[src/rtl/tmr_pkg.sv]
// Package: shared mode type, control byte layout and mode decode for the timer.
// Assumes an 8-bit control byte with the field positions given below.
package tmr_pkg;

    localparam int CTRL_W      = 8;
    localparam int CB_CTC      = 0;
    localparam int CB_WIDE     = 1;
    localparam int CB_CAPEN    = 2;
    localparam int CB_SEL_LO   = 3;
    localparam int CB_IEN_LO   = 5;
    localparam int NUM_FLAGS   = 3;

    typedef enum logic [2:0] {
        MD_NORM8  = 3'd0,
        MD_CTC8   = 3'd1,
        MD_WIDE16 = 3'd2,
        MD_CAP8   = 3'd3,
        MD_CAP16  = 3'd4
    } tmr_mode_e;

    // Map the three mode bits to an operating mode; capture-enable outranks width, width outranks clear-on-compare.
    function automatic tmr_mode_e decode_mode(input logic cap_en, input logic wide, input logic ctc);
        if (cap_en)
            return wide ? MD_CAP16 : MD_CAP8;
        else if (wide)
            return MD_WIDE16;
        else if (ctc)
            return MD_CTC8;
        else
            return MD_NORM8;
    endfunction

endpackage

[src/rtl/tmr_prescale.sv]
// Module: free-running prescaler that turns a clock-select code into a one-cycle tick.
// Assumes select 0 = stopped, 1 = every clock, 2 = every 2**MID_LOG2 clocks,
// 3 = every 2**SLOW_LOG2 clocks. The divider runs from reset whatever the select.
module tmr_prescale #(
    parameter int MID_LOG2  = 3,
    parameter int SLOW_LOG2 = 6
) (
    input  logic       clk,
    input  logic       rst_n,
    input  logic [1:0] sel,
    output logic       tick
);

    logic [SLOW_LOG2-1:0] div_q;

    // Free-running divider count.
    always_ff @(posedge clk) begin
        if (!rst_n) div_q <= '0;
        else        div_q <= div_q + SLOW_LOG2'(1);
    end

    // Pick the tick source for the current select code.
    always_comb begin
        unique case (sel)
            2'd0:    tick = 1'b0;
            2'd1:    tick = 1'b1;
            2'd2:    tick = &div_q[MID_LOG2-1:0];
            default: tick = &div_q;
        endcase
    end

endmodule

[src/rtl/tmr_count_core.sv]
// Module: counter register with width, clear-on-compare and processor load.
// Assumes tick is a one-cycle enable. A load outranks counting and suppresses
// the overflow and compare events of that cycle. In 8-bit modes the high byte is held.
module tmr_count_core
    import tmr_pkg::*;
#(
    parameter int CNT_W = 16
) (
    input  logic             clk,
    input  logic             rst_n,
    input  logic             tick,
    input  tmr_mode_e        mode,
    input  logic [CNT_W-1:0] cmp_val,
    input  logic             ld_en,
    input  logic [CNT_W-1:0] ld_val,
    output logic [CNT_W-1:0] count,
    output logic             ev_ovf,
    output logic             ev_cmp
);

    localparam int HALF_W = CNT_W / 2;

    logic             wide;
    logic             ctc;
    logic             hit;
    logic             at_max;
    logic [HALF_W-1:0] lo_q;
    logic [HALF_W-1:0] hi_q;
    logic [CNT_W-1:0] cnt_q;
    logic [CNT_W-1:0] cnt_d;

    assign lo_q = cnt_q[HALF_W-1:0];
    assign hi_q = cnt_q[CNT_W-1:HALF_W];

    // Mode-dependent width, compare hit and maximum detection.
    always_comb begin
        wide   = (mode == MD_WIDE16) || (mode == MD_CAP16);
        ctc    = (mode == MD_CTC8);
        hit    = wide ? (cnt_q == cmp_val) : (lo_q == cmp_val[HALF_W-1:0]);
        at_max = wide ? (&cnt_q) : (&lo_q);
    end

    // Events are raised only by a tick that is not overridden by a load.
    assign ev_ovf = tick && !ld_en && at_max;
    assign ev_cmp = tick && !ld_en && hit;

    // Next count: load, then tick-driven clear or increment.
    always_comb begin
        cnt_d = cnt_q;
        if (ld_en)
            cnt_d = ld_val;
        else if (tick) begin
            if (wide)
                cnt_d = cnt_q + CNT_W'(1);
            else if (ctc && hit)
                cnt_d = {hi_q, {HALF_W{1'b0}}};
            else
                cnt_d = {hi_q, lo_q + HALF_W'(1)};
        end
    end

    // Counter register.
    always_ff @(posedge clk) begin
        if (!rst_n) cnt_q <= '0;
        else        cnt_q <= cnt_d;
    end

    assign count = cnt_q;

endmodule

[src/rtl/tmr_capture.sv]
// Module: capture pin synchronizer, rising-edge detector and capture register.
// Assumes cap_in is asynchronous; SYNC_STAGES flops precede the edge detector.
module tmr_capture #(
    parameter int CNT_W       = 16,
    parameter int SYNC_STAGES = 2
) (
    input  logic             clk,
    input  logic             rst_n,
    input  logic             cap_in,
    input  logic             enable,
    input  logic [CNT_W-1:0] count,
    output logic [CNT_W-1:0] cap_val,
    output logic             cap_event
);

    logic [SYNC_STAGES:0] shift_q;
    logic [CNT_W-1:0]     cap_q;

    // Synchronizer chain plus one delay flop for edge detection.
    always_ff @(posedge clk) begin
        if (!rst_n) shift_q <= '0;
        else        shift_q <= {shift_q[SYNC_STAGES-1:0], cap_in};
    end

    assign cap_event = enable && shift_q[SYNC_STAGES-1] && !shift_q[SYNC_STAGES];

    // Store the count on a detected edge while capture is enabled.
    always_ff @(posedge clk) begin
        if (!rst_n)         cap_q <= '0;
        else if (cap_event) cap_q <= count;
    end

    assign cap_val = cap_q;

endmodule

[src/rtl/multimode_timer.sv]
// Module: top of the multi-mode 8/16-bit timer. Holds the control byte, the
// compare register and the three sticky flags, and joins prescaler, counter and capture.
// Assumes the processor strobes are single-cycle and synchronous to clk.
module multimode_timer
    import tmr_pkg::*;
#(
    parameter int CNT_W       = 16,
    parameter int SYNC_STAGES = 2
) (
    input  logic              clk,
    input  logic              rst_n,
    input  logic              cap_in,
    input  logic              cpu_cnt_we,
    input  logic [CNT_W-1:0]  cpu_cnt_wdata,
    input  logic              cpu_cmp_we,
    input  logic [CNT_W-1:0]  cpu_cmp_wdata,
    input  logic              cpu_ctrl_we,
    input  logic [CTRL_W-1:0] cpu_ctrl_wdata,
    input  logic [NUM_FLAGS-1:0] cpu_flag_clr,
    input  logic              irq_ack,
    output logic [CNT_W-1:0]  count,
    output logic              ovf_flag,
    output logic              cmp_flag,
    output logic [CNT_W-1:0]  cap_val,
    output logic              cap_flag,
    output logic              irq
);

    logic [CTRL_W-1:0]    ctrl_q;
    logic [CNT_W-1:0]     cmp_q;
    logic [NUM_FLAGS-1:0] flag_q;
    logic [NUM_FLAGS-1:0] flag_set;
    logic [NUM_FLAGS-1:0] flag_clr;
    logic [NUM_FLAGS-1:0] ien;
    logic [1:0]           clk_sel;
    tmr_mode_e            mode;
    logic                 tick;
    logic                 ev_ovf;
    logic                 ev_cmp;
    logic                 ev_cap;
    logic                 cap_mode;

    assign mode     = decode_mode(ctrl_q[CB_CAPEN], ctrl_q[CB_WIDE], ctrl_q[CB_CTC]);
    assign clk_sel  = ctrl_q[CB_SEL_LO +: 2];
    assign ien      = ctrl_q[CB_IEN_LO +: NUM_FLAGS];
    assign cap_mode = (mode == MD_CAP8) || (mode == MD_CAP16);

    // Control byte register.
    always_ff @(posedge clk) begin
        if (!rst_n)           ctrl_q <= '0;
        else if (cpu_ctrl_we) ctrl_q <= cpu_ctrl_wdata;
    end

    // Compare register, written straight through with no shadow copy.
    always_ff @(posedge clk) begin
        if (!rst_n)          cmp_q <= '0;
        else if (cpu_cmp_we) cmp_q <= cpu_cmp_wdata;
    end

    tmr_prescale u_pre (
        .clk   (clk),
        .rst_n (rst_n),
        .sel   (clk_sel),
        .tick  (tick)
    );

    tmr_count_core #(.CNT_W(CNT_W)) u_core (
        .clk     (clk),
        .rst_n   (rst_n),
        .tick    (tick),
        .mode    (mode),
        .cmp_val (cmp_q),
        .ld_en   (cpu_cnt_we),
        .ld_val  (cpu_cnt_wdata),
        .count   (count),
        .ev_ovf  (ev_ovf),
        .ev_cmp  (ev_cmp)
    );

    tmr_capture #(.CNT_W(CNT_W), .SYNC_STAGES(SYNC_STAGES)) u_cap (
        .clk       (clk),
        .rst_n     (rst_n),
        .cap_in    (cap_in),
        .enable    (cap_mode),
        .count     (count),
        .cap_val   (cap_val),
        .cap_event (ev_cap)
    );

    // Gather the flag set and clear vectors; acknowledge also clears overflow.
    always_comb begin
        flag_set = {ev_cap, ev_cmp, ev_ovf};
        flag_clr = cpu_flag_clr | {{(NUM_FLAGS-1){1'b0}}, irq_ack};
    end

    // Sticky flags, a set in the same cycle outranks a clear.
    always_ff @(posedge clk) begin
        if (!rst_n) flag_q <= '0;
        else        flag_q <= flag_set | (flag_q & ~flag_clr);
    end

    assign ovf_flag = flag_q[0];
    assign cmp_flag = flag_q[1];
    assign cap_flag = flag_q[2];
    assign irq      = |(flag_q & ien);

endmodule

[config.mk]
export PLATFORM = sky130hd
export DESIGN_NAME = multimode_timer
export DESIGN_NICKNAME = d
export VERILOG_FILES = /design/src/rtl/tmr_pkg.sv /design/src/rtl/tmr_prescale.sv /design/src/rtl/tmr_count_core.sv /design/src/rtl/tmr_capture.sv /design/src/rtl/multimode_timer.sv
export SDC_FILE = /design/constraint.sdc
export NUM_CORES = 1
export LEC_CHECK = 0
export ABC_AREA = 0
export BUFFER_PORTS_ARGS = -buffer_cell sky130_fd_sc_hd__buf_4
export CAP_MARGIN = 25
export CORE_MARGIN = 5
export CORE_UTILIZATION = 30
export DETAILED_ROUTE_END_ITERATION = 10
export GPL_TIMING_DRIVEN = 0
export PLACE_DENSITY = 0.61
export SLEW_MARGIN = 15
export SYNTH_ARGS = -nofsm -noshare
export SYNTH_HDL_FRONTEND = slang
export SYNTH_HIERARCHICAL = 1
export SYNTH_SLANG_ARGS = --single-unit
[constraint.sdc]
create_clock -name clk -period 2.32 [get_ports clk]
set_input_delay 0.348 -clock clk [delete_from_list [all_inputs] [get_ports clk]]
set_output_delay 0.348 -clock clk [all_outputs]
set_load 0.05 [all_outputs]
==> flow_summary_export.csv <==
group,metric,value,unit
outcome,status,"complete, no violations",
clock_tree,clock_latency,340,ps
yosys,synth_nets,393,
clock_tree,htree_levels,3,
sta,worst_clock_skew,5.469,ps
clock_tree,cts_buffers,9,
yosys,synth_top_area_cell,"dfxtp_1",
floorplanning,coreArea,0.01075,mm2
drt,vias,2710,
yosys,yosysWarnings,6,
sta,tightest_slew,723.9,ps
drt,drcViolationCount,0,
final_layout,layout_commonest_cell,"buf_4",
drt,ant_nets,0,
sta,slew_headroom,51.45,%
yosys,syn-instance-count,338,
drt,vias_per_cell,4.689,
drt,drtIter0Drc,98,
yosys,synthArstFlopShare,0,%
clock_tree,max-clock-path-buffers,2,
place,io_buffer_count,82,
final_layout,area_delta_synth_final,31.63,%
worst_hold_path,min_path_type,"in2reg",
clock_tree,cts_root_buf,"clkbuf_8",
yosys,synth_ff_type,"dfxtp_1",
yosys,synthTopCellsByArea,"dfxtp_1 (42%), mux2i_1 (12%), nor2b_1 (5.4%)",
sta,setup_viol_count_final,0,
yosys,syn-cell-area,0.003256,mm2
sta,setup_tns,0,ps
yosys,synth_seq_cells,68,
grt,grt_pass1_wl,13850,um
floorplanning,num_rows,38,
pwr,powerDensity,627.5,mW/mm2
floorplanning,dieWidth,114.2,um
place,gp_congestion,0.7314,
yosys,yosys.cell_types.count,49,
floorplanning,start_util,30.30,%
floorplanning,die_h,114.2,um
sta,min_period_over_period,93.66,%
grt,grt_max_degree,25,
final_layout,layout_common_cells,"buf_4 (85), dfxtp_1 (66), mux2i_1 (40), nand2_1 (40), nor2b_1 (27)",
yosys,synth_edf_count,0,
place,pre_cts_ws,-110.5,ps
yosys,synth_top_cell_area_share,41.81,%
critical_path,endpoint_kind,"flip-flop",
sta,fin_ws,147.1,ps
sta,period_needed,2173,ps
sta,slew_viol_final,0,
drt,wirelength,8567,um
pwr,ir_drop,0.2387,mV
drt,wl_per_cell,14.82,um
clock_tree,cts_hold_buf,0,
sta,hold_viol,0,
clock_tree,numClockSinks,68,
floorplanning,ios,86,
critical_path,crit_type,"reg2reg",
grt,antenna_found_initial,0,
final_layout,final_nets,488,
sta,fmax,460.2,MHz
grt,first_global_vias,2763,
final_layout,drive_gt1_share,29.45,%
critical_path,crit_arrival,2380,ps
grt,grt_overflow_total,0,
critical_path,required,2530,ps
critical_path,critical_path.max_fanout,10,
drt,dr.pass1.iters,5,
place,dp_hpwl,6460,um
final_layout,fillers,1085,
final_layout,insertedDiodeCount,0,
sta,worst_hold_slack,217.7,ps
pwr,power_leakage,1.762,nW
grt,grt_usage,13.45,%
floorplanning,die_area,0.01304,mm2
critical_path,start_kind,"flip-flop",
clock_tree,tritoncts,"done",
yosys,ys_seq_area_share,41.81,%
clock_tree,clk_pin_slew_worst_paths,70,ps
yosys,postSynthAreaPerCell,9.632,um2
flow_run,drv_cap,0,
-- path summary, 6_finish.rpt --
kind | startpoint | endpoint | slack, ps | cells after the start
setup reg to reg | u_pre/div_q[0] | u_core/count[10] | 150 | 10
hold / removal | cap_in | u_cap/shift_q[0] | 220 | 2
setup / recovery | u_pre/div_q[0] | u_core/count[10] | 150 | 10
hold reg to reg | u_pre/div_q[0] | u_pre/div_q[0] | 430 | 1
-- layout make-up --
class / instances / area, um2 / share of cell area [%]
clock buffer: 12 / 155.1 / 3.620
inverter: 8 / 30.03 / 0.7007
buffer: 17 / 125.1 / 2.920
multi-input combinational: 245 / 1758 / 41.02
clock inverter: 4 / 47.55 / 1.109
sequential: 68 / 1364 / 31.82
tap: 140 / 175.2 / 4.088
timing repair buffer: 84 / 630.6 / 14.72
-- registers in the layout, summed over array words and instances, names as in the netlist --
register	count
u_cap/cap_val	16
u_cap/shift_q	3
flag_q	3
ctrl_q	8
u_pre/div_q	6
u_core/count	16
cmp_q	16
-- what timing repair did --
item	in CTS	in global routing
endpoints found under the setup margin	10	15
buffers inserted	0	2
gates resized for setup	2	7
pin swaps	0	2
-- cells in the mapped netlist, drive strengths merged (3+ instances only) --
| library cell | instances |
|---|---|
| nor2 | 6 |
| ha | 5 |
| o22ai | 8 |
| nor4 | 3 |
| o21a | 3 |
| nand4 | 5 |
| dfxtp | 68 |
| mux2i | 40 |
| nand2 | 40 |
| a21oi | 9 |
| and2 | 7 |
| xor2 | 14 |
| nor2b | 28 |
| inv | 7 |
| nor3b | 9 |
| a31oi | 6 |
| clkbuf | 6 |
| or4 | 5 |
| xnor2 | 12 |
| o31ai | 6 |
| nand3 | 10 |
| buf | 11 |
| o21ai | 10 |
-- logic make-up after synthesis --
| family | Yosys count | share of synthesized area, % |
|---|---|---|
| muxes | 41 | 12.64 |
| adders and majority gates | 5 | 1.922 |
| and+or+nand+nor | 125 | 22.25 |
| DFF | 68 | 41.81 |
| buffers and inverters | 25 | 4.727 |
| AOI/OAI and AO/OA | 48 | 9.416 |
| xor gates and xnor gates | 26 | 7.225 |
-- worst max-delay path, cell delays in order (launching register included) --
cell and delay (ps):
dfxtp_2 350, ha_1 170, ha_1 140, nand2_1 60, mux2_2 280, o21ai_2 80, buf_2 250, and3b_1 180
and4b_1 270, a31o_2 170, a31oi_1 80
-- where the power goes --
group / internal [mW] / total, mW / switching [mW]
sequential: 1.22 / 1.29 / 0.0672
clock: 0.552 / 0.997 / 0.445
combinational: 0.186 / 0.406 / 0.220
-- stage by stage --
step	instances	util, %	power, mW	area [um2]
2_1_floorplan	338	-	1.555	3256
3_3_place_gp	560	37.66	1.708	4046
3_5_place_dp	560	37.66	1.715	4046
4_1_cts	576	39.58	2.720	4253
5_1_grt	578	39.88	2.820	4285
6_report	578	39.88	2.689	4285
-- layer usage --
| layer | up-vias | wire length (um) | GRT usage [%] |
|---|---|---|---|
| met5 | - | 0 | 0 |
| met1 | 1255 | 3910 | 17.20 |
| li1 | 1374 | - | - |
| met2 | 70 | 3948 | 21.55 |
| met4 | 0 | 121 | 4.671 |
| met3 | 11 | 586 | 4.070 |
No activity file was read; power rests on OpenSTA's default activity.
